<file path="src/rtl/led_blink_pkg.sv">
package led_blink_pkg;
  typedef enum logic [1:0] {
    PH_IDLE   = 2'd0,
    PH_FIRST  = 2'd1,
    PH_SECOND = 2'd2
  } blink_phase_e;
endpackage

</file>
<file path="src/rtl/ms_phase_timer.sv">
module ms_phase_timer #(
  parameter int W = 8
) (
  input  logic         clk_i,
  input  logic         rst_ni,
  input  logic         load_i,
  input  logic [W-1:0] len_i,
  input  logic         tick_i,
  output logic         done_o
);
  logic [W-1:0] cnt_q;
  logic [W-1:0] len_eff;

  // zero period would stall: run it as one tick
  assign len_eff = (len_i == '0) ? W'(1) : len_i;
  assign done_o  = tick_i && (cnt_q == W'(1));

  always_ff @(posedge clk_i or negedge rst_ni) begin
    if (!rst_ni)                      cnt_q <= '0;
    else if (load_i)                  cnt_q <= len_eff;
    else if (tick_i && cnt_q != '0)   cnt_q <= cnt_q - W'(1);
  end

  p_zero_len_r5: assert property (@(posedge clk_i) disable iff (!rst_ni)
    (load_i && len_i == '0) |=> (cnt_q == W'(1)));
  p_hold_no_tick_r2: assert property (@(posedge clk_i) disable iff (!rst_ni)
    (!load_i && !tick_i) |=> $stable(cnt_q));
endmodule

</file>
<file path="src/rtl/blink_seq.sv">
module blink_seq
  import led_blink_pkg::*;
#(
  parameter int W = 8
) (
  input  logic         clk_i,
  input  logic         rst_ni,
  input  logic         act_i,
  input  logic         idle_off_i,
  input  logic [W-1:0] on_len_i,
  input  logic [W-1:0] off_len_i,
  input  logic         done_i,
  output logic         load_o,
  output logic [W-1:0] len_o,
  output logic         lit_o,
  output logic         idle_o
);
  blink_phase_e state_q, state_d;
  logic pend_q, pend_d, mode_q, mode_d;
  logic [W-1:0] first_len, second_len;

  assign first_len  = idle_off_i ? on_len_i : off_len_i;
  assign second_len = mode_q ? off_len_i : on_len_i;

  always_comb begin
    state_d = state_q;
    pend_d  = pend_q;
    mode_d  = mode_q;
    load_o  = 1'b0;
    len_o   = first_len;
    unique case (state_q)
      PH_IDLE: begin
        pend_d = 1'b0;
        if (act_i) begin
          state_d = PH_FIRST;
          mode_d  = idle_off_i;
          load_o  = 1'b1;
        end
      end
      PH_FIRST: begin
        if (act_i) pend_d = 1'b1;
        if (done_i) begin
          state_d = PH_SECOND;
          load_o  = 1'b1;
          len_o   = second_len;
        end
      end
      PH_SECOND: begin
        if (done_i) begin
          pend_d = 1'b0;
          if (pend_q || act_i) begin
            state_d = PH_FIRST;
            mode_d  = idle_off_i;
            load_o  = 1'b1;
          end else begin
            state_d = PH_IDLE;
          end
        end else if (act_i) begin
          pend_d = 1'b1;
        end
      end
      default: state_d = PH_IDLE;
    endcase
  end

  always_ff @(posedge clk_i or negedge rst_ni) begin
    if (!rst_ni) begin
      state_q <= PH_IDLE;
      pend_q  <= 1'b0;
      mode_q  <= 1'b1;
    end else begin
      state_q <= state_d;
      pend_q  <= pend_d;
      mode_q  <= mode_d;
    end
  end

  always_comb begin
    unique case (state_q)
      PH_FIRST:  lit_o = mode_q;
      PH_SECOND: lit_o = !mode_q;
      default:   lit_o = !idle_off_i;
    endcase
  end
  assign idle_o = (state_q == PH_IDLE);

  p_start_from_idle_r2: assert property (@(posedge clk_i) disable iff (!rst_ni)
    (state_q == PH_IDLE && act_i) |=> (state_q == PH_FIRST));
  p_queued_restart_r4: assert property (@(posedge clk_i) disable iff (!rst_ni)
    (state_q == PH_SECOND && done_i && pend_q) |=> (state_q == PH_FIRST && !pend_q));
  p_no_pend_idle_r1: assert property (@(posedge clk_i) disable iff (!rst_ni)
    (state_q == PH_IDLE) |-> !pend_q);
  p_phase_hold_r3: assert property (@(posedge clk_i) disable iff (!rst_ni)
    (state_q != PH_IDLE && !done_i) |=> $stable(state_q));
endmodule

</file>
<file path="src/rtl/led_pin_drv.sv">
module led_pin_drv #(
  parameter int N = 2
) (
  input  logic [N-1:0] lit_i,
  input  logic         active_high_i,
  output logic [N-1:0] pin_o
);
  for (genvar g = 0; g < N; g++) begin : g_pin
    assign pin_o[g] = active_high_i ? lit_i[g] : !lit_i[g];
  end
endmodule

</file>
<file path="src/rtl/led_blink_ctrl.sv">
module led_blink_ctrl #(
  parameter int PERIOD_W = 8
) (
  input  logic                clk_i,
  input  logic                rst_ni,
  input  logic                ms_tick_i,
  input  logic                act_i,
  input  logic [PERIOD_W-1:0] on_ms_i,
  input  logic [PERIOD_W-1:0] off_ms_i,
  input  logic                idle_off_i,
  input  logic                sw_led_i,
  input  logic                active_high_i,
  output logic                hw_led_o,
  output logic                sw_led_o
);
  localparam int NUM_LED = 2;

  logic                load, done, hw_lit, idle;
  logic [PERIOD_W-1:0] len;
  logic [NUM_LED-1:0]  pins;

  ms_phase_timer #(.W(PERIOD_W)) i_timer (
    .clk_i, .rst_ni, .load_i(load), .len_i(len), .tick_i(ms_tick_i), .done_o(done)
  );

  blink_seq #(.W(PERIOD_W)) i_seq (
    .clk_i, .rst_ni, .act_i, .idle_off_i, .on_len_i(on_ms_i), .off_len_i(off_ms_i),
    .done_i(done), .load_o(load), .len_o(len), .lit_o(hw_lit), .idle_o(idle)
  );

  led_pin_drv #(.N(NUM_LED)) i_drv (
    .lit_i({sw_led_i, hw_lit}), .active_high_i, .pin_o(pins)
  );

  assign hw_led_o = pins[0];
  assign sw_led_o = pins[1];

  p_idle_level_r1: assert property (@(posedge clk_i) disable iff (!rst_ni)
    idle |-> (hw_led_o == (active_high_i ? !idle_off_i : idle_off_i)));
  p_sw_follow_r6: assert property (@(posedge clk_i) disable iff (!rst_ni)
    (sw_led_o ^ !active_high_i) == sw_led_i);
endmodule

</file>
<file path="config.mk">
export PLATFORM = sky130hd
export DESIGN_NAME = led_blink_ctrl
export DESIGN_NICKNAME = d
export VERILOG_FILES = /design/src/rtl/led_blink_pkg.sv /design/src/rtl/ms_phase_timer.sv /design/src/rtl/blink_seq.sv /design/src/rtl/led_pin_drv.sv /design/src/rtl/led_blink_ctrl.sv
export SDC_FILE = /design/constraint.sdc
export NUM_CORES = 1
export LEC_CHECK = 0
export BUFFER_PORTS_ARGS = -buffer_cell sky130_fd_sc_hd__buf_2
export CORE_ASPECT_RATIO = 1.4
export CORE_MARGIN = 4
export CORE_UTILIZATION = 40
export DETAILED_ROUTE_END_ITERATION = 10
export GPL_ROUTABILITY_DRIVEN = 0
export PLACE_DENSITY = 0.65
export SYNTH_ARGS = -nofsm -noshare
export SYNTH_HDL_FRONTEND = slang
export SYNTH_SLANG_ARGS = --single-unit
</file>
<file path="constraint.sdc">
create_clock -name clk_i -period 2.9 [get_ports clk_i]
set_clock_uncertainty 0.2 [all_clocks]
set_input_delay 0 -clock clk_i [delete_from_list [all_inputs] [get_ports clk_i]]
set_output_delay 0 -clock clk_i [all_outputs]
set_load 0.02 [all_outputs]
</file>
==> results.sh <==
export IMPL_syn_area_um2=992
export IMPL_grt_total_usage=0.165
export IMPL_syn2layout_area_growth_pct=42.4
export IMPL_synth_cell_types=30
export IMPL_critical_path_slowest_cell="dlygate4sd3_1"
export IMPL_ir_drop_v=0.000390
export IMPL_cts_setup_buffers=0
export IMPL_drt_first_iter_violations=23
export IMPL_worst_slew_pin_slew_ps=613
export IMPL_final_min_clock_period_ps=2780
export IMPL_clkTransAtPathRegs_ps=80
export IMPL_num_io_pins=25
export IMPL_initial_core_util=0.415
export IMPL_synthCells=100
export IMPL_hold_class="primary input to register"
export IMPL_grt_max_degree=12
export IMPL_worst_path_buf_inv=1
export IMPL_grt_pass1_vias=1044
export IMPL_final_area_um2=1410
export IMPL_cp_arrival_ps=2720
export IMPL_layout_nets=183
export IMPL_viasPerCell=5.18
export IMPL_slew_headroom=0.591
export IMPL_cpMostUsedCell="mux2i_1"
export IMPL_routed_via_count=954
export IMPL_slew_viol_final=0
export IMPL_place_hpwl_um=1740
export IMPL_clkSinkCount=12
export IMPL_final_common_cell="buf_2"
export IMPL_yosysSeqAreaShare=0.304
export IMPL_r2r_slack_ps=120
export IMPL_tns_ps=0
export IMPL_portBuffers=24
export IMPL_clock_latency_ps=280
export IMPL_drive_gt1_frac=0.233
export IMPL_crit_path_max_fanout=8
export IMPL_cts_root_buffer="clkbuf_4"
export IMPL_power_static_leakage_uw=0.000636
export IMPL_overflow=0
export IMPL_fmax_mhz=360
export IMPL_netlist_top_cells_area="dfrtp_1 28%, mux2i_1 15%, ha_1 11%, a21oi_1 4.5%, xor2_1 3.5%"
export IMPL_path_class="register to register"
export IMPL_dieWidth_um=50.1
export IMPL_h_tree_depth=1
export IMPL_synth_top_cell_by_area="dfrtp_1"
export IMPL_cp_start_kind="register"
export IMPL_syn_area_per_cell_um2=9.92
export IMPL_wirelength_um=2430
export IMPL_path_cells="nor4_4 > a31oi_1 > a41oi_4 > mux2i_1 > dlygate4sd3_1 > mux2i_1"
export IMPL_finalPower_uw=1020
export IMPL_antenna_found_initial=0
export IMPL_drc=0
export IMPL_crit_family="compound AO/OA/AOI/OAI gates"
export IMPL_syn_nets=132
export IMPL_layout_common_cells="24 x buf_2, 22 x dlygate4sd3_1, 15 x mux2i_1"
export IMPL_ctsLongestPathBuffers=2
export IMPL_final_hold_viol_count=0
export IMPL_setup_viol=0
export IMPL_wl_per_cell_um=13.2
export IMPL_cts_tree="done"
export IMPL_p_per_area_nw_per_um2=724
export IMPL_grt_pass1_wl_um=4210
export IMPL_end_kind="register"
export IMPL_post_route_period_util=0.958
export IMPL_cp_data_required_time_ps=2850
export IMPL_n_antenna_cell=0
export IMPL_die_y_um=66.9
export IMPL_coreArea_um2=2390
export IMPL_synth_top_area_frac=0.277
export IMPL_ant_nets=0
export IMPL_run_status="finished clean"
export IMPL_rsz0062_at_grt="no"
export IMPL_cts_buffers=3
export IMPL_yosys_register_bits=12
export IMPL_drv_cap=0
export IMPL_max_stage_delay_ps=580
export IMPL_die_area_um2=3350
export IMPL_placedInstanceArea_um2=1150
export IMPL_yosysWarnings=0
export IMPL_num_rows=21
export IMPL_drtPass1Iterations=4
==> timing repair <==
action / CTS / global route
hold buffers: 22 / 0
resized for setup: 0 / 1
endpoints found under the hold margin: 23 / 0
endpoints found under the setup margin: 0 / 7
==> where the power goes <==
group          switching, uW  leakage [uW]  internal [uW]
Sequential               102      0.000142            257
Clock                   60.4     0.0000150           53.4
Combinational            283      0.000479            267
==> flip-flops by register name (all words and copies together) (netlist names) <==
name           flops
i_timer.cnt_q      8
i_seq.pend_q       1
i_seq.state_q      2
i_seq.mode_q       1
==> stage by stage <==
stage / setup slack [ps] / instances / hold slack [ps] / util
final: 121 / 184 / 45.5 / 0.591
after global routing: 2.00 / 184 / 70.3 / 0.591
after CTS: 90.5 / 184 / 15.1 / 0.586
after detailed placement: 557 / 158 / -302 / 0.483
after global placement: 625 / 158 / -299 / 0.483
after floorplan: 724 / 100 / -496 / -
==> cell usage after synthesis <==
| cell | number |
|---|---|
| mux2i_1 | 15 |
| dfrtp_1 | 11 |
| a21oi_1 | 9 |
| ha_1 | 9 |
| inv_1 | 7 |
| nand2_1 | 6 |
| o21ai_0 | 5 |
| nor2_1 | 4 |
| xor2_1 | 4 |
| nor3_1 | 3 |
| xnor2_1 | 3 |
| a211oi_1 | 2 |
| mux2_2 | 2 |
| nand3_1 | 2 |
| nand4b_1 | 2 |
| nor4_1 | 2 |
| a21boi_1 | 1 |
| a21o_1 | 1 |
| a221oi_4 | 1 |
| a2bb2oi_1 | 1 |
| a31oi_1 | 1 |
| a41oi_2 | 1 |
| and4bb_2 | 1 |
| dfstp_2 | 1 |
| nand3b_1 | 1 |
| nor2b_1 | 1 |
| nor3b_1 | 1 |
| nor4_4 | 1 |
| o22ai_1 | 1 |
| or2_2 | 1 |
==> worst min-delay path, stage by stage <==
cell     delay, ps
buf_2           90
nor4_1          50
a21oi_1        130
mux2_2         160
a21oi_1         60
==> logic make-up after synthesis <==
| group | Yosys count | share of synthesized area |
|---|---|---|
| and+or+nand+nor | 25 | 0.155 |
| DFF | 12 | 0.304 |
| buffers and inverters | 7 | 0.0265 |
| xor gates and xnor gates | 7 | 0.0618 |
| AOI/OAI and AO/OA | 23 | 0.165 |
| muxes | 17 | 0.174 |
| adders and majority gates | 9 | 0.113 |
==> metal layers <==
metal	track usage	vias to the layer above	share of wire
met1	0.163	440	0.38
li1	-	467	-
met2	0.315	36	0.53
met3	0.0179	11	0.047
met4	0.114	0	0.040
met5	0	-	0
==> final timing paths <==
check | endpoint | cells past startpoint | start
worst max-delay path | i_timer.cnt_q[7]$_DFFE_PN0P_ | 6 | i_timer.cnt_q[2]$_DFFE_PN0P_
worst min-delay path | i_timer.cnt_q[0]$_DFFE_PN0P_ | 5 | on_ms_i[3]
worst max register to register | i_timer.cnt_q[7]$_DFFE_PN0P_ | 6 | i_timer.cnt_q[2]$_DFFE_PN0P_
worst min register to register | i_seq.pend_q$_DFFE_PN0P_ | 2 | i_seq.pend_q$_DFFE_PN0P_
max in group asynchronous | i_seq.pend_q$_DFFE_PN0P_ | 4 | rst_ni
min in group asynchronous | i_seq.mode_q$_DFFE_PN1P_ | 3 | rst_ni
==> area by class of cell <==
class / instances / area (um^2)
clock buffers: 4 / 26.3
repair buffers: 46 / 340
inverters: 7 / 26.3
multi-input cells: 81 / 676
well taps: 34 / 42.5
fillers: 201 / 978
flip-flops and latches: 12 / 302
No activity file was read; power rests on OpenSTA's default activity.
